<file path="src/rtl/bcd_add_pkg.sv">
package bcd_add_pkg;

  localparam int DIGIT_W   = 4;
  localparam int MAX_DIGIT = 9;
  localparam int FIX_CONST = 6;

  typedef logic [DIGIT_W-1:0] digit_t;

  typedef enum logic [1:0] {
    ST_IDLE = 2'd0,
    ST_ADD  = 2'd1,
    ST_FIX  = 2'd2,
    ST_HOLD = 2'd3
  } ctrl_state_t;

  // A first-pass result needs the add-six correction when it is not a legal
  // decimal digit or when the binary add overflowed the digit width.
  function automatic logic needs_fix(input digit_t sum, input logic carry);
    return carry || (sum > digit_t'(MAX_DIGIT));
  endfunction

  function automatic digit_t fix_operand();
    return digit_t'(FIX_CONST);
  endfunction

endpackage

</file>
<file path="src/rtl/bcd_add_binadd.sv">
module bcd_add_binadd #(
  parameter int W = 4
) (
  input  logic [W-1:0] in_x,
  input  logic [W-1:0] in_y,
  output logic [W-1:0] sum,
  output logic         carry
);

  logic [W:0] chain;

  assign chain[0] = 1'b0;

  for (genvar i = 0; i < W; i++) begin : g_bit
    assign sum[i]     = in_x[i] ^ in_y[i] ^ chain[i];
    assign chain[i+1] = (in_x[i] & in_y[i]) | (chain[i] & (in_x[i] ^ in_y[i]));
  end

  assign carry = chain[W];

endmodule

</file>
<file path="src/rtl/bcd_add_ctrl.sv">
module bcd_add_ctrl
  import bcd_add_pkg::*;
(
  input  logic clk,
  input  logic rst_n,
  input  logic start,
  input  logic fix_need,
  output logic sel_fix,
  output logic load_lo,
  output logic hi_clr,
  output logic hi_set,
  output logic add_pass,
  output logic fix_pass,
  output logic in_hold
);

  ctrl_state_t state_q, state_d;

  always_comb begin
    state_d = state_q;
    unique case (state_q)
      ST_IDLE: if (start) state_d = ST_ADD;
      ST_ADD:  state_d = fix_need ? ST_FIX : ST_HOLD;
      ST_FIX:  state_d = ST_HOLD;
      ST_HOLD: if (start) state_d = ST_ADD;
      default: state_d = ST_IDLE;
    endcase
  end

  always_ff @(posedge clk or negedge rst_n) begin
    if (!rst_n) state_q <= ST_IDLE;
    else        state_q <= state_d;
  end

  assign add_pass = (state_q == ST_ADD);
  assign fix_pass = (state_q == ST_FIX);
  assign in_hold  = (state_q == ST_HOLD);

  assign sel_fix = fix_pass;
  assign load_lo = add_pass | fix_pass;
  assign hi_clr  = add_pass | (state_q == ST_IDLE);
  assign hi_set  = fix_pass;

  AST_IDLE_WAITS: assert property (@(posedge clk) disable iff (!rst_n)
    (state_q == ST_IDLE && !start) |=> (state_q == ST_IDLE));

  AST_FIX_AFTER_ADD: assert property (@(posedge clk) disable iff (!rst_n)
    fix_pass |-> ($past(state_q) == ST_ADD));

  AST_HOLD_FROM_PASS: assert property (@(posedge clk) disable iff (!rst_n)
    $rose(in_hold) |-> ($past(state_q) == ST_ADD || $past(state_q) == ST_FIX));

endmodule

</file>
<file path="src/rtl/bcd_add_dpath.sv">
module bcd_add_dpath
  import bcd_add_pkg::*;
(
  input  logic   clk,
  input  logic   rst_n,
  input  digit_t op_a,
  input  digit_t op_b,
  input  logic   sel_fix,
  input  logic   load_lo,
  input  logic   hi_clr,
  input  logic   hi_set,
  output logic   fix_need,
  output logic   add_carry,
  output digit_t lo_q,
  output digit_t hi_q
);

  digit_t x_src, y_src, add_sum;

  assign x_src = sel_fix ? lo_q : op_a;
  assign y_src = sel_fix ? fix_operand() : op_b;

  bcd_add_binadd #(.W(DIGIT_W)) u_adder (
    .in_x  (x_src),
    .in_y  (y_src),
    .sum   (add_sum),
    .carry (add_carry)
  );

  assign fix_need = needs_fix(add_sum, add_carry);

  always_ff @(posedge clk or negedge rst_n) begin
    if (!rst_n)       lo_q <= '0;
    else if (load_lo) lo_q <= add_sum;
  end

  always_ff @(posedge clk or negedge rst_n) begin
    if (!rst_n)      hi_q <= '0;
    else if (hi_set) hi_q <= digit_t'(1);
    else if (hi_clr) hi_q <= '0;
  end

  AST_HI_BINARY: assert property (@(posedge clk) disable iff (!rst_n)
    (hi_q == digit_t'(0)) || (hi_q == digit_t'(1)));

  AST_FIX_SETS_HI: assert property (@(posedge clk) disable iff (!rst_n)
    hi_set |=> (hi_q == digit_t'(1)));

endmodule

</file>
<file path="src/rtl/bcd_digit_adder.sv">
module bcd_digit_adder
  import bcd_add_pkg::*;
(
  input  logic       clk,
  input  logic       rst_n,
  input  logic       start,
  input  logic [3:0] op_a,
  input  logic [3:0] op_b,
  output logic [3:0] sum_lo,
  output logic [3:0] sum_hi,
  output logic       done
);

  logic sel_fix, load_lo, hi_clr, hi_set;
  logic add_pass, fix_pass, in_hold;
  logic fix_need, add_carry;
  digit_t lo_q, hi_q;

  bcd_add_ctrl u_ctrl (
    .clk      (clk),
    .rst_n    (rst_n),
    .start    (start),
    .fix_need (fix_need),
    .sel_fix  (sel_fix),
    .load_lo  (load_lo),
    .hi_clr   (hi_clr),
    .hi_set   (hi_set),
    .add_pass (add_pass),
    .fix_pass (fix_pass),
    .in_hold  (in_hold)
  );

  bcd_add_dpath u_dpath (
    .clk       (clk),
    .rst_n     (rst_n),
    .op_a      (op_a),
    .op_b      (op_b),
    .sel_fix   (sel_fix),
    .load_lo   (load_lo),
    .hi_clr    (hi_clr),
    .hi_set    (hi_set),
    .fix_need  (fix_need),
    .add_carry (add_carry),
    .lo_q      (lo_q),
    .hi_q      (hi_q)
  );

  assign sum_lo = lo_q;
  assign sum_hi = hi_q;
  assign done   = in_hold;

  AST_SMALL_SUM_DIRECT: assert property (@(posedge clk) disable iff (!rst_n)
    (add_pass && !fix_need) |=> (done && sum_hi == 4'd0));

  AST_CARRY_CORRECTS: assert property (@(posedge clk) disable iff (!rst_n)
    (add_pass && add_carry) |=> fix_pass);

  AST_LO_LEGAL: assert property (@(posedge clk) disable iff (!rst_n)
    done |-> (sum_lo <= 4'd9));

  AST_HOLD_STABLE: assert property (@(posedge clk) disable iff (!rst_n)
    (done && !start) |=> (done && $stable(sum_lo) && $stable(sum_hi)));

  AST_START_LEAVES_HOLD: assert property (@(posedge clk) disable iff (!rst_n)
    (done && start) |=> !done);

endmodule

</file>
<file path="config.mk">
export PLATFORM = sky130hd
export DESIGN_NAME = bcd_digit_adder
export DESIGN_NICKNAME = d
export VERILOG_FILES = /design/src/rtl/bcd_add_pkg.sv /design/src/rtl/bcd_add_binadd.sv /design/src/rtl/bcd_add_ctrl.sv /design/src/rtl/bcd_add_dpath.sv /design/src/rtl/bcd_digit_adder.sv
export SDC_FILE = /design/constraint.sdc
export NUM_CORES = 1
export LEC_CHECK = 0
export BUFFER_PORTS_ARGS = -buffer_cell sky130_fd_sc_hd__buf_2
export CAP_MARGIN = 20
export CORE_UTILIZATION = 40
export CTS_BUF_LIST = sky130_fd_sc_hd__clkbuf_4 sky130_fd_sc_hd__clkbuf_8 sky130_fd_sc_hd__clkbuf_16
export DETAILED_ROUTE_END_ITERATION = 7
export HOLD_SLACK_MARGIN = 0.06
export PLACE_DENSITY_LB_ADDON = 0.25
export SLEW_MARGIN = 20
export SYNTH_ARGS = -nofsm -noshare
export SYNTH_HDL_FRONTEND = slang
export SYNTH_HIERARCHICAL = 1
export SYNTH_SLANG_ARGS = --single-unit
</file>
<file path="constraint.sdc">
create_clock -name clk -period 3.1 [get_ports clk]
set_input_delay 0.31 -clock clk [delete_from_list [all_inputs] [get_ports clk]]
set_output_delay 0.31 -clock clk [all_outputs]
set_load 0.01 [all_outputs]
</file>
== Word level (Yosys, flattened, before mapping) ==
Cells that the tools add are included.
Widths: inputs -> output; s select.
Storage, ports and cells
  flip-flop bits (word level): 10
  bits of input ports: 11
  output and inout port bits: 9
  word-level logic and storage cells: 38
Cells by class
  $lt $le $gt $ge: 1
  equality and inequality tests: 4
  multiplexer cells: 7
  bitwise operators: 19
  reductions and logical operators: 4
Operators with widths (count)
  $mux 4: 4
  $and 1x1->1: 7
  $xor 1x1->1: 7
  $pmux 2 s3: 1
  $or 1x1->1: 5
  $eq 2x2->1 const B: 2
  $gt 4x4->1 const B: 1
  $eq 2x1->1 const B: 1
  $logic_not 2->1: 1
  $mux 2: 1
  $ne 2x1->1 const B: 1
  $reduce_bool 2->1: 1
  $reduce_or 2->1: 1
  $logic_or 1x1->1: 1
  $mux 1: 1

== Longest topological paths before layout ==
Gate-level depths: netlist of run 1.
  depth in word-level cells: 12
  depth in mapped cells: 17
  mapped depth without buffers: 15

== By module ==
Netlist of run 1, hierarchy kept.
By module, submodules not included
  bcd_add_dpath: times used 1, cells each 26, area each 320.3 um^2, sequential area each 125.1 um^2
  bcd_add_ctrl: times used 1, cells each 14, area each 152.6 um^2, sequential area each 50.0 um^2
  bcd_add_binadd: times used 1, cells each 14, area each 110.1 um^2, sequential area each 0.0 um^2

== Least setup slack after synthesis of run 1 ==
Ideal clock, no wire load.
  path type: register to register
  start point: reg u_ctrl.state_q[0]
  end point: reg u_ctrl.state_q[0]
  setup time: 0.127 ns
  arrival: 2.748 ns
  required time: 2.973 ns
  slack: 0.225 ns
  cell stages (with the launch flop): 18
  path buffers: 2
  clock period less this slack: 2.875 ns
  path through: dfrtp_1 > inv_1 > ha_1 > buf_4 > buf_6 > mux2_4 > ha_1 > inv_1 > fa_1 > inv_1 > fa_1 > inv_1 > fa_1 > inv_1 > o21ai_0 > nand2b_1 > o2bb2ai_1 > o31ai_1
On the way
  cells in the longest elaborated chain, start to end: 12
  elaborated cells between the ends (all ways): 29
  classes of those cells: order compare: 1; eq/ne: 4; mux: 4; bitwise: 17; reduce/logical: 3
RTL lines
  start, declared: line bcd_add_ctrl.sv:17  | ctrl_state_t state_q, state_d;
  start signal, assigned: line bcd_add_ctrl.sv:32  | else state_q <= state_d;
  $eq 2x2->1: line bcd_add_ctrl.sv:36  | assign fix_pass = (state_q == ST_FIX);
  named net fix_pass: line bcd_digit_adder.sv:15  | logic add_pass, fix_pass, in_hold;
  $mux 4: line bcd_add_dpath.sv:20  | assign x_src = sel_fix ? lo_q : op_a;
  named net u_dpath.x_src[0]: line bcd_add_dpath.sv:18  | digit_t x_src, y_src, add_sum;
  $and 1x1->1 (2 in series): line bcd_add_binadd.sv:16  | assign chain[i+1] = (in_x[i] & in_y[i]) | (chain[i] & (in_x[i] ^ in_y[i]));
  $or 1x1->1: line bcd_add_binadd.sv:16
  $and 1x1->1: line bcd_add_binadd.sv:16
  $or 1x1->1: line bcd_add_binadd.sv:16
  $xor 1x1->1: line bcd_add_binadd.sv:15  | assign sum[i] = in_x[i] ^ in_y[i] ^ chain[i];
  named net u_dpath.add_sum[3]: line bcd_add_dpath.sv:18
  $gt 4x4->1: line bcd_add_pkg.sv:19  | return carry || (sum > digit_t'(MAX_DIGIT));
  $logic_or 1x1->1: line bcd_add_pkg.sv:19
  named net fix_need: line bcd_digit_adder.sv:16  | logic fix_need, add_carry;
  $mux 1: line bcd_add_ctrl.sv:23  | ST_ADD: state_d = fix_need ? ST_FIX : ST_HOLD;
  $pmux 2 s3: line bcd_add_ctrl.sv:21  | unique case (state_q)
The timed path passes the listed nets, and every way through them passes these cells.
A chain may end at the register's enable or synchronous reset.

== Final worst setup path of run 1 ==
  start point: reg u_ctrl.state_q[0]
  end point: reg u_ctrl.state_q[0]
On the way
  cells in the longest elaborated chain, start to end: 12
  elaborated cells between the ends (all ways): 29
  classes of those cells: order compare: 1; eq/ne: 4; mux: 4; bitwise: 17; reduce/logical: 3
RTL lines (line)
  $eq 2x2->1 *: bcd_add_ctrl.sv:36
  named net fix_pass: bcd_digit_adder.sv:15
  $mux 4 *: bcd_add_dpath.sv:20
  named net u_dpath.x_src[1]: bcd_add_dpath.sv:18
  $xor 1x1->1: bcd_add_binadd.sv:16
  $and 1x1->1: bcd_add_binadd.sv:16
  $or 1x1->1 *: bcd_add_binadd.sv:16
  $and 1x1->1 *: bcd_add_binadd.sv:16
  $or 1x1->1 *: bcd_add_binadd.sv:16
  $xor 1x1->1 *: bcd_add_binadd.sv:15
  named net u_dpath.add_sum[3]: bcd_add_dpath.sv:18
  $gt 4x4->1 *: bcd_add_pkg.sv:19
  $logic_or 1x1->1 *: bcd_add_pkg.sv:19
  named net fix_need: bcd_digit_adder.sv:16
  $mux 1 *: bcd_add_ctrl.sv:23
  $pmux 2 s3 *: bcd_add_ctrl.sv:21
The timed path passes the listed nets; every way through them passes the cells marked *.

==> impl_metrics.py, run 1 <==
metrics = {
    "status": {
        "status": "completed",
    },
    "timing": {
        "max_clock_freq_mhz": 346.9,
        "holdWs_ns": 0.2713,
        "slew_violations": 0,
        "hold_viol_final": 0,
        "skew_ns": 0.002856,
        "finalCritPeriodShare_pct": 93.00,
        "rsz0062_at_grt": "false",
        "fin_setup_tns_ns": 0,
        "period_minus_slack_ns": 2.883,
        "setup_viol": 0,
    },
    "global_route": {
        "grt_max_degree": 8,
        "grt.overflow.total": 0,
        "grt_pass1_wl_um": 1290,
        "groute.layer.met1.usage_pct": 16.96,
        "grt_pass1_vias": 324,
        "globalRouteMet2Util_pct": 18.55,
        "met3_usage_pct": 3.333,
        "antenna_found_initial": 0,
        "grt_usage_pct": 12.43,
        "grt_most_used_layer": "met2",
    },
    "worst_setup_path": {
        "rr_worst_depth": 15,
        "reg2reg_to": "u_ctrl/state_q[0]",
        "rrSetupSlack_ns": 0.22,
        "crit_path_max_incr_delay_ns": 0.40,
        "end_kind": "flip-flop",
        "r2r-start": "u_ctrl/state_q[0]",
        "arrival_ns": 3.01,
        "cp-endpoint": "u_ctrl/state_q[0]",
        "cpLargestDelayFamily": "adder cells",
        "critPathLaunch": "u_ctrl/state_q[0]",
        "cp_num_cells": 15,
        "cpMostUsedCell": "inv_1",
        "path_cells": "inv_1, ha_1, buf_4, mux2_4, inv_1, fa_1, inv_1, fa_1, inv_1, fa_1, inv_1, o21ai_0, nand2b_1, o2bb2ai_1, o31ai_1",
        "cp_max_fo": 7,
        "start_kind": "flip-flop",
        "crit_slowest_cell": "dfrtp_1",
        "required_ns": 3.22,
        "path_buf_inv": 6,
        "crit_type": "reg -> reg",
    },
    "yosys": {
        "synth_area_um2": 583.1,
        "synth_fa_ha_area_share_pct": 21.03,
        "ys_top_cells_by_area": "dfrtp_1 (30%), ha_1 (11%), fa_1 (10%)",
        "yosysTopAreaCellShare_pct": 30.04,
        "synth-seq-area-share_pct": 30.04,
        "yosysUniqueCellTypes": 18,
        "synth_edf_count": 0,
        "synthSimpleGateAreaFrac_pct": 7.296,
        "synth_top_area_cell": "dfrtp_1",
        "ys_warn_count": 6,
        "async_reset_ff_share_pct": 100.0,
        "ys_seq_elements": 7,
        "synthCells": 54,
        "synth_mux_area_share_pct": 18.03,
        "synth_top_family_by_area": "adder cells",
        "synth_compound_area_share_pct": 6.223,
        "yosysMostFrequentCell": "inv_1",
        "syn_avg_cell_area_um2": 10.80,
        "synthXorXnorAreaFrac_pct": 0,
        "ys.flop_type": "dfrtp_1",
        "synthTopCellsByCount": "inv_1 (13), dfrtp_1 (7), buf_4 (5), ha_1 (5)",
    },
    "power": {
        "leakage_nw": 0.3924,
        "power.share.switching_pct": 38.55,
        "p_sw_w": 0.0002702,
        "seqPwrFrac_pct": 24.8,
        "p_comb_share_pct": 62.2,
        "finalPower_w": 0.0007008,
        "power.internal_w": 0.0004307,
        "clkPwrFrac_pct": 13.0,
        "vdd_ir_drop_max_v": 0.0004480,
        "power_density_nw_per_um2": 1018,
    },
    "floorplanning": {
        "initial_core_util_pct": 43.71,
        "die_y_um": 40.18,
        "dieWidth_um": 40.18,
        "coreArea_um2": 1334,
        "ios": 20,
        "rows": 13,
        "dieArea_um2": 1614,
    },
    "place": {
        "placedCellCount": 82,
        "numPortBuffers": 16,
        "hpwl_um": 700.3,
        "gp_congestion": 0.6857,
    },
    "layout": {
        "flow.area_growth_from_synthesis_pct": 18.03,
        "instances_no_fill": 87,
        "post-route-util_pct": 51.59,
        "diodes": 0,
        "drive_gt1_share_pct": 44.44,
        "final_nets": 92,
    },
    "cts": {
        "cts.sink_count": 7,
        "root_buffer": "clkbuf_4",
        "cts_tree": "done",
        "clk_pin_slew_ns": 0.05,
        "clk_path_buf_depth": 2,
        "clock_latency_ns": 0.25,
        "numCtsBuffers": 3,
        "htreeDepth": 1,
    },
    "routing": {
        "drc": 0,
        "wl_per_cell_um": 9.943,
        "vias_per_cell": 4.437,
        "postRouteAntennaNets": 0,
        "drt_first_pass_iters": 4,
        "via_count": 386,
        "drt_wl_total_um": 865,
        "drt_iter0_markers": 10,
    },
    "worst_hold_path": {
        "worstHoldPathType": "in -> reg",
    },
    "run": {
        "drv_cap": 0,
    },
}
worst min-delay path by stage:
stage / endpoint / slack, ns / cells after the start / from
after floorplan: u_ctrl/state_q[0] / 0.01 / 0 / rst_n
after global placement: u_ctrl/state_q[1] / 0.15 / 1 / rst_n
after detailed placement: u_ctrl/state_q[1] / 0.15 / 1 / rst_n
after CTS: u_ctrl/state_q[0] / 0.26 / 2 / start
after global routing: u_ctrl/state_q[0] / 0.27 / 2 / start
final: u_ctrl/state_q[0] / 0.27 / 2 / start
worst register-to-register path, delay by kind of cell, from the launching register on:
kind	cells	cell delay, ns
and+or+nand+nor	1	0.08
muxes	1	0.30
adders and majority gates	4	1.14
AOI/OAI and AO/OA	3	0.27
DFF	1	0.40
buffers and inverters	6	0.56
registers in the layout (all words and copies together) (netlist names):
name	count
u_dpath/lo_q	4
u_dpath/hi_q	1
u_ctrl/state_q	2
layer usage:
metal	vias to the layer above	wire [µm]
met2	11	415
li1	192	-
met3	0	35
met4	0	0
met5	-	0
met1	183	414
final cells by class:
class | count | area [µm²]
tap | 15 | 18.77
timing repair buffer | 18 | 97.59
clock buffer | 4 | 30.03
multi-input combinational | 30 | 317.8
sequential | 7 | 175.2
inverter | 13 | 48.80
fill | 126 | 645.6
metrics by stage:
step                      cell area (µm²)  setup WS, ns
after floorplan                     590.6        0.2254
after global routing                688.2       0.05279
final                               688.2        0.2169
after global placement              648.1        0.2563
after detailed placement            648.1        0.2248
after CTS                           688.2        0.2038
power by group through the flow:
stage / clock network, W / logic (W) / registers (W)
floorplan: 0 / 0.000338 / 0.000189
global placement: 0 / 0.000430 / 0.000175
detailed placement: 0 / 0.000440 / 0.000177
CTS: 0.0000965 / 0.000443 / 0.000175
global route: 0.000102 / 0.000499 / 0.000182
finish: 0.0000910 / 0.000436 / 0.000174
cell usage in the layout, fill, tap and decap left out:
cell type / n
mux2_4: 4
conb_1: 3
mux2_2: 4
o2bb2ai_1: 1
or2_2: 1
inv_1: 13
buf_4: 1
clkbuf_4: 4
o31ai_1: 1
o21ai_0: 1
buf_2: 16
dlygate4sd3_1: 1
ha_1: 5
fa_1: 3
and2b_2: 2
dfrtp_1: 7
or2_1: 2
o21bai_1: 1
a21o_1: 1
nand2b_1: 1
kinds of logic after synthesis:
| kind of cell | Yosys count |
|---|---|
| fa+ha+maj | 8 |
| flops | 7 |
| simple gates | 6 |
| other cells | 1 |
| compound gates | 5 |
| mux | 8 |
| buf+inv | 19 |
timing repair:
item / in CTS / in global routing
setup buffers: 0 / 0
endpoints found under the setup margin: 0 / 0
hold endpoints to repair: 7 / 0
hold buffers: 1 / 0
gates resized for setup: 0 / 0
Note: power is estimated with default switching activity, not from simulation.
==> run 2, diff against run 1 <==
Settings changed: CTS_BUF_LIST sky130_fd_sc_hd__clkbuf_4 sky130_fd_sc_hd__clkbuf_8 sky130_fd_sc_hd__clkbuf_16 to sky130_fd_sc_hd__clkbuf_2.
==> impl_metrics.py, run 2 (synthesized netlist as in run 1, its figures left out) <==
metrics = {
    "layout": {
        "mostFrequentLayoutCells": "buf_2 (16), inv_1 (13), dfrtp_1 (7), ha_1 (5)",
        "final_common_cell": "buf_2",
        "post-route-util_pct": 50.84,
        "reg_top3": "u_dpath/lo_q x4, u_ctrl/state_q x2, u_dpath/hi_q x1",
        "diodes": 0,
        "ff_latch_area_um2": 175.2,
        "multiInputGateArea_um2": 317.8,
        "largest_reg_flops": 4,
        "nFillCells": 130,
        "flow.area_growth_from_synthesis_pct": 16.31,
        "drive_gt1_share_pct": 44.44,
        "top_register": "u_dpath/lo_q",
        "final_nets": 92,
    },
    "place": {
        "gp_congestion": 0.6857,
        "hpwl_um": 700.3,
        "numPortBuffers": 16,
    },
    "routing": {
        "drt_iter0_markers": 9,
        "drt_wl_total_um": 868,
        "vias_per_cell": 4.586,
        "via_count": 399,
        "drc": 0,
        "drt_first_pass_iters": 4,
        "wl_per_cell_um": 9.977,
        "postRouteAntennaNets": 0,
    },
    "cts": {
        "clk_path_buf_depth": 2,
        "clock_latency_ns": 0.23,
        "htreeDepth": 1,
        "numCtsBuffers": 3,
        "post_cts_resized": 0,
        "root_buffer": "clkbuf_2",
        "clk_pin_slew_ns": 0.07,
        "cts.sink_count": 7,
        "cts_tree": "done",
    },
    "run": {
        "drv_cap": 0,
    },
    "power": {
        "leakage_nw": 0.3906,
        "vdd_ir_drop_max_v": 0.0004224,
        "power_density_nw_per_um2": 999.8,
    },
    "floorplanning": {
        "initial_core_util_pct": 43.71,
        "dieArea_um2": 1614,
        "coreArea_um2": 1334,
        "ios": 20,
        "dieWidth_um": 40.18,
        "rows": 13,
        "die_y_um": 40.18,
    },
    "global_route": {
        "grt.overflow.total": 0,
        "grt_pass1_wl_um": 1290,
        "antenna_found_initial": 0,
        "grt_usage_pct": 12.43,
        "grt_pass1_vias": 324,
        "grt_max_degree": 8,
    },
    "timing": {
        "fin_setup_tns_ns": 0,
        "setup_viol": 0,
        "finalCritPeriodShare_pct": 93.54,
        "max_clock_freq_mhz": 344.9,
        "slew_violations": 0,
        "period_minus_slack_ns": 2.900,
        "rsz0062_at_grt": "false",
        "hold_viol_final": 0,
        "skew_ns": 0.002246,
    },
    "worst_setup_path": {
        "required_ns": 3.21,
        "start_kind": "flip-flop",
        "arrival_ns": 3.01,
        "end_kind": "flip-flop",
        "cp_max_fo": 7,
        "crit_type": "reg -> reg",
    },
    "status": {
        "status": "completed",
    },
    "worst_hold_path": {
        "worstHoldPathType": "in -> reg",
    },
}
==> run 2: repair_timing <==
item | CTS | global route
hold buffers | 1 | 0
endpoints found under the hold margin | 7 | 0
buffers inserted | 0 | 0
==> run 2: report_power, final <==
group          internal (W)  switching (W)  total [W]
Clock             0.0000343      0.0000337  0.0000681
Combinational      0.000230       0.000206   0.000436
Sequential         0.000142      0.0000311   0.000174
Total              0.000407       0.000271   0.000678
==> run 2: layout make-up <==
| class | count | area share (%) |
|---|---|---|
| Clock buffer | 4 | 2.952 |
| Inverter | 13 | 7.196 |
| Multi-Input combinational cell | 30 | 46.86 |
| Sequential cell | 7 | 25.83 |
| Tap cell | 15 | 2.768 |
| Timing Repair Buffer | 18 | 14.39 |
==> run 2: critical path, cell delays in order (launching register included) <==
cell and delay, ns:
dfrtp_1 0.41, inv_1 0.10, ha_1 0.21, buf_4 0.18
mux2_4 0.30, inv_1 0.08, fa_1 0.17, inv_1 0.05
fa_1 0.36, inv_1 0.08, fa_1 0.40, inv_1 0.07
o21ai_0 0.08, nand2b_1 0.08, o2bb2ai_1 0.11, o31ai_1 0.09
==> run 2: path summary, 6_finish.rpt <==
path                                   start                end  slack (ns)  depth (start not counted)
max                        u_ctrl/state_q[0]  u_ctrl/state_q[0]        0.20                         15
min                                    start  u_ctrl/state_q[0]        0.29                          2
max reg2reg                u_ctrl/state_q[0]  u_ctrl/state_q[0]        0.20                         15
min reg2reg                  u_dpath/hi_q[0]    u_dpath/hi_q[0]        0.48                          1
max in group asynchronous              rst_n    u_dpath/lo_q[3]        2.51                          2
min in group asynchronous              rst_n  u_ctrl/state_q[1]        0.43                          2
==> run 2: per-layer routing <==
metal,up-vias,global-route usage [%],wire length (µm)
li1,193,-,-
met1,191,16.96,408
met2,15,18.55,417
met3,0,3.333,42
met4,0,5.000,0
met5,-,0,0
==> run 2: through the flow <==
stage	cell area (µm²)	total power, W	hold slack, ns	worst slack [ns]	instances
2_1_floorplan	590.6	0.0005273	0.01441	0.2254	56
3_3_place_gp	648.1	0.0006048	0.1503	0.2563	82
3_5_place_dp	648.1	0.0006169	0.1510	0.2248	82
4_1_cts	678.2	0.0006893	0.2685	0.2009	87
5_1_grt	678.2	0.0007585	0.2742	0.04903	87
6_report	678.2	0.0006780	0.2855	0.2003	87
==> run 3, diff against run 2 <==
Settings changed: REMOVE_ABC_BUFFERS set to 1.
==> impl_metrics.py, run 3 (synthesized netlist as in run 1, its figures left out) <==
metrics = {
    "place": {
        "placed_cell_area_um2": 648.1,
        "hpwl_um": 687.9,
        "gp_congestion": 0.6392,
        "numPortBuffers": 16,
    },
    "timing": {
        "max_clock_freq_mhz": 344.6,
        "hold_viol_final": 0,
        "period_minus_slack_ns": 2.902,
        "setup_viol": 0,
        "skew_ns": 0.01424,
        "finalCritPeriodShare_pct": 93.61,
        "fin_setup_tns_ns": 0,
        "slew_violations": 0,
        "rsz0062_at_grt": "false",
    },
    "cts": {
        "root_buffer": "clkbuf_2",
        "numCtsBuffers": 3,
        "htreeDepth": 1,
        "clock_latency_ns": 0.24,
        "cts_tree": "done",
        "cts.sink_count": 7,
        "clk_pin_slew_ns": 0.06,
        "clk_path_buf_depth": 2,
    },
    "power": {
        "p_sw_w": 0.0002663,
        "clkPwrFrac_pct": 10.0,
        "leakage_nw": 0.3890,
        "vdd_ir_drop_max_v": 0.0004538,
        "power_density_nw_per_um2": 994.4,
        "power.share.switching_pct": 39.35,
        "finalPower_w": 0.0006769,
        "p_comb_share_pct": 64.5,
        "power.internal_w": 0.0004105,
        "seqPwrFrac_pct": 25.5,
    },
    "layout": {
        "largest_reg_flops": 4,
        "diodes": 0,
        "nFillCells": 128,
        "top_register": "u_dpath/lo_q",
        "mostFrequentLayoutCells": "buf_2 (16), inv_1 (13), dfrtp_1 (7)",
        "final_common_cell": "buf_2",
        "reg_top3": "u_dpath/lo_q x4, u_ctrl/state_q x2, u_dpath/hi_q x1",
        "post-route-cell-area_um2": 680.7,
        "drive_gt1_share_pct": 45.83,
        "flow.area_growth_from_synthesis_pct": 16.74,
        "final_nets": 92,
    },
    "global_route": {
        "grt_usage_pct": 13.46,
        "antenna_found_initial": 0,
        "grt_max_degree": 8,
        "grt.overflow.total": 0,
        "grt_pass1_wl_um": 1386,
        "grt_pass1_vias": 365,
    },
    "worst_hold_path": {
        "worstHoldPathType": "in -> reg",
    },
    "floorplanning": {
        "rows": 13,
        "dieArea_um2": 1614,
        "dieWidth_um": 40.18,
        "coreArea_um2": 1334,
        "initial_core_util_pct": 43.71,
        "ios": 20,
        "die_y_um": 40.18,
    },
    "worst_setup_path": {
        "required_ns": 3.20,
        "cp_max_fo": 4,
        "arrival_ns": 3.00,
        "crit_type": "reg -> reg",
        "start_kind": "flip-flop",
        "end_kind": "flip-flop",
    },
    "routing": {
        "wl_met1_um": 403,
        "drt_first_pass_iters": 2,
        "postRouteAntennaNets": 0,
        "drt_iter0_markers": 5,
        "highest_layer": "met3",
        "drc": 0,
        "drt_wl_total_um": 840,
        "wl_per_cell_um": 9.655,
        "wl_met2_um": 385,
        "vias_per_cell": 4.379,
        "dr_wl_met3_um": 51,
        "via_count": 381,
    },
    "run": {
        "drv_cap": 0,
    },
    "status": {
        "status": "completed",
    },
}
run 3: cell count changes in the layout (fill, tap and decap cells not counted):
cell  delta
ha_1     -1
ha_2     +1
run 3: power by group through the flow:
stage	logic, W	registers (W)	clock network (W)
after global placement	0.000434	0.000173	0
after global routing	0.000506	0.000180	0.0000765
after detailed placement	0.000437	0.000176	0
final	0.000437	0.000172	0.0000677
after floorplan	0.000310	0.000189	0
after CTS	0.000444	0.000174	0.0000705
run 3: layer usage:
| layer | global-route usage, % | vias up |
|---|---|---|
| li1 | - | 192 |
| met2 | 22.18 | 14 |
| met3 | 6.667 | 0 |
| met1 | 15.86 | 175 |
| met4 | 2.500 | 0 |
| met5 | 0 | - |
run 3: layout make-up:
class,instances,area (µm²),area share [%]
Clock buffer,4,20.02,2.941
Inverter,13,48.80,7.169
Multi-Input combinational cell,30,320.3,47.06
Sequential cell,7,175.2,25.74
Tap cell,15,18.77,2.757
Timing Repair Buffer,18,97.59,14.34
run 3: final timing paths:
path / from / slack (ns) / to / depth (start not counted)
min: start / 0.30 / u_ctrl/state_q[0] / 2
max in group asynchronous: rst_n / 2.51 / u_ctrl/state_q[0] / 2
min in group asynchronous: rst_n / 0.42 / u_dpath/lo_q[0] / 2
min reg2reg: u_dpath/hi_q[0] / 0.48 / u_dpath/hi_q[0] / 1
max: u_ctrl/state_q[0] / 0.20 / u_ctrl/state_q[0] / 15
max reg2reg: u_ctrl/state_q[0] / 0.20 / u_ctrl/state_q[0] / 15
run 3: critical path: stages, from the launching register on:
cell and delay [ns]:
dfrtp_1 0.39, inv_1 0.11, ha_2 0.23, mux2_4 0.31, ha_1 0.19, inv_1 0.07, fa_1 0.16, inv_1 0.05
fa_1 0.35, inv_1 0.08, fa_1 0.41, inv_1 0.08, o21ai_0 0.07, nand2b_1 0.08, o2bb2ai_1 0.11, o31ai_1 0.09
run 3: metrics by stage:
step,cells,hold WS (ns),util (%),setup WS [ns]
after floorplan,50,0.01441,-,0.2550
after global placement,82,0.1499,48.59,0.2057
after detailed placement,82,0.1497,48.59,0.1485
after CTS,87,0.2899,50.84,0.1552
after global routing,87,0.2950,51.03,0.02784
final,87,0.3010,51.03,0.1982
run 3: what timing repair did:
item	4_1_cts	5_1_grt
gates resized for setup	0	1
buffers inserted	0	0
hold buffers	1	0
endpoints found under the setup margin	0	1
endpoints found under the hold margin	7	0
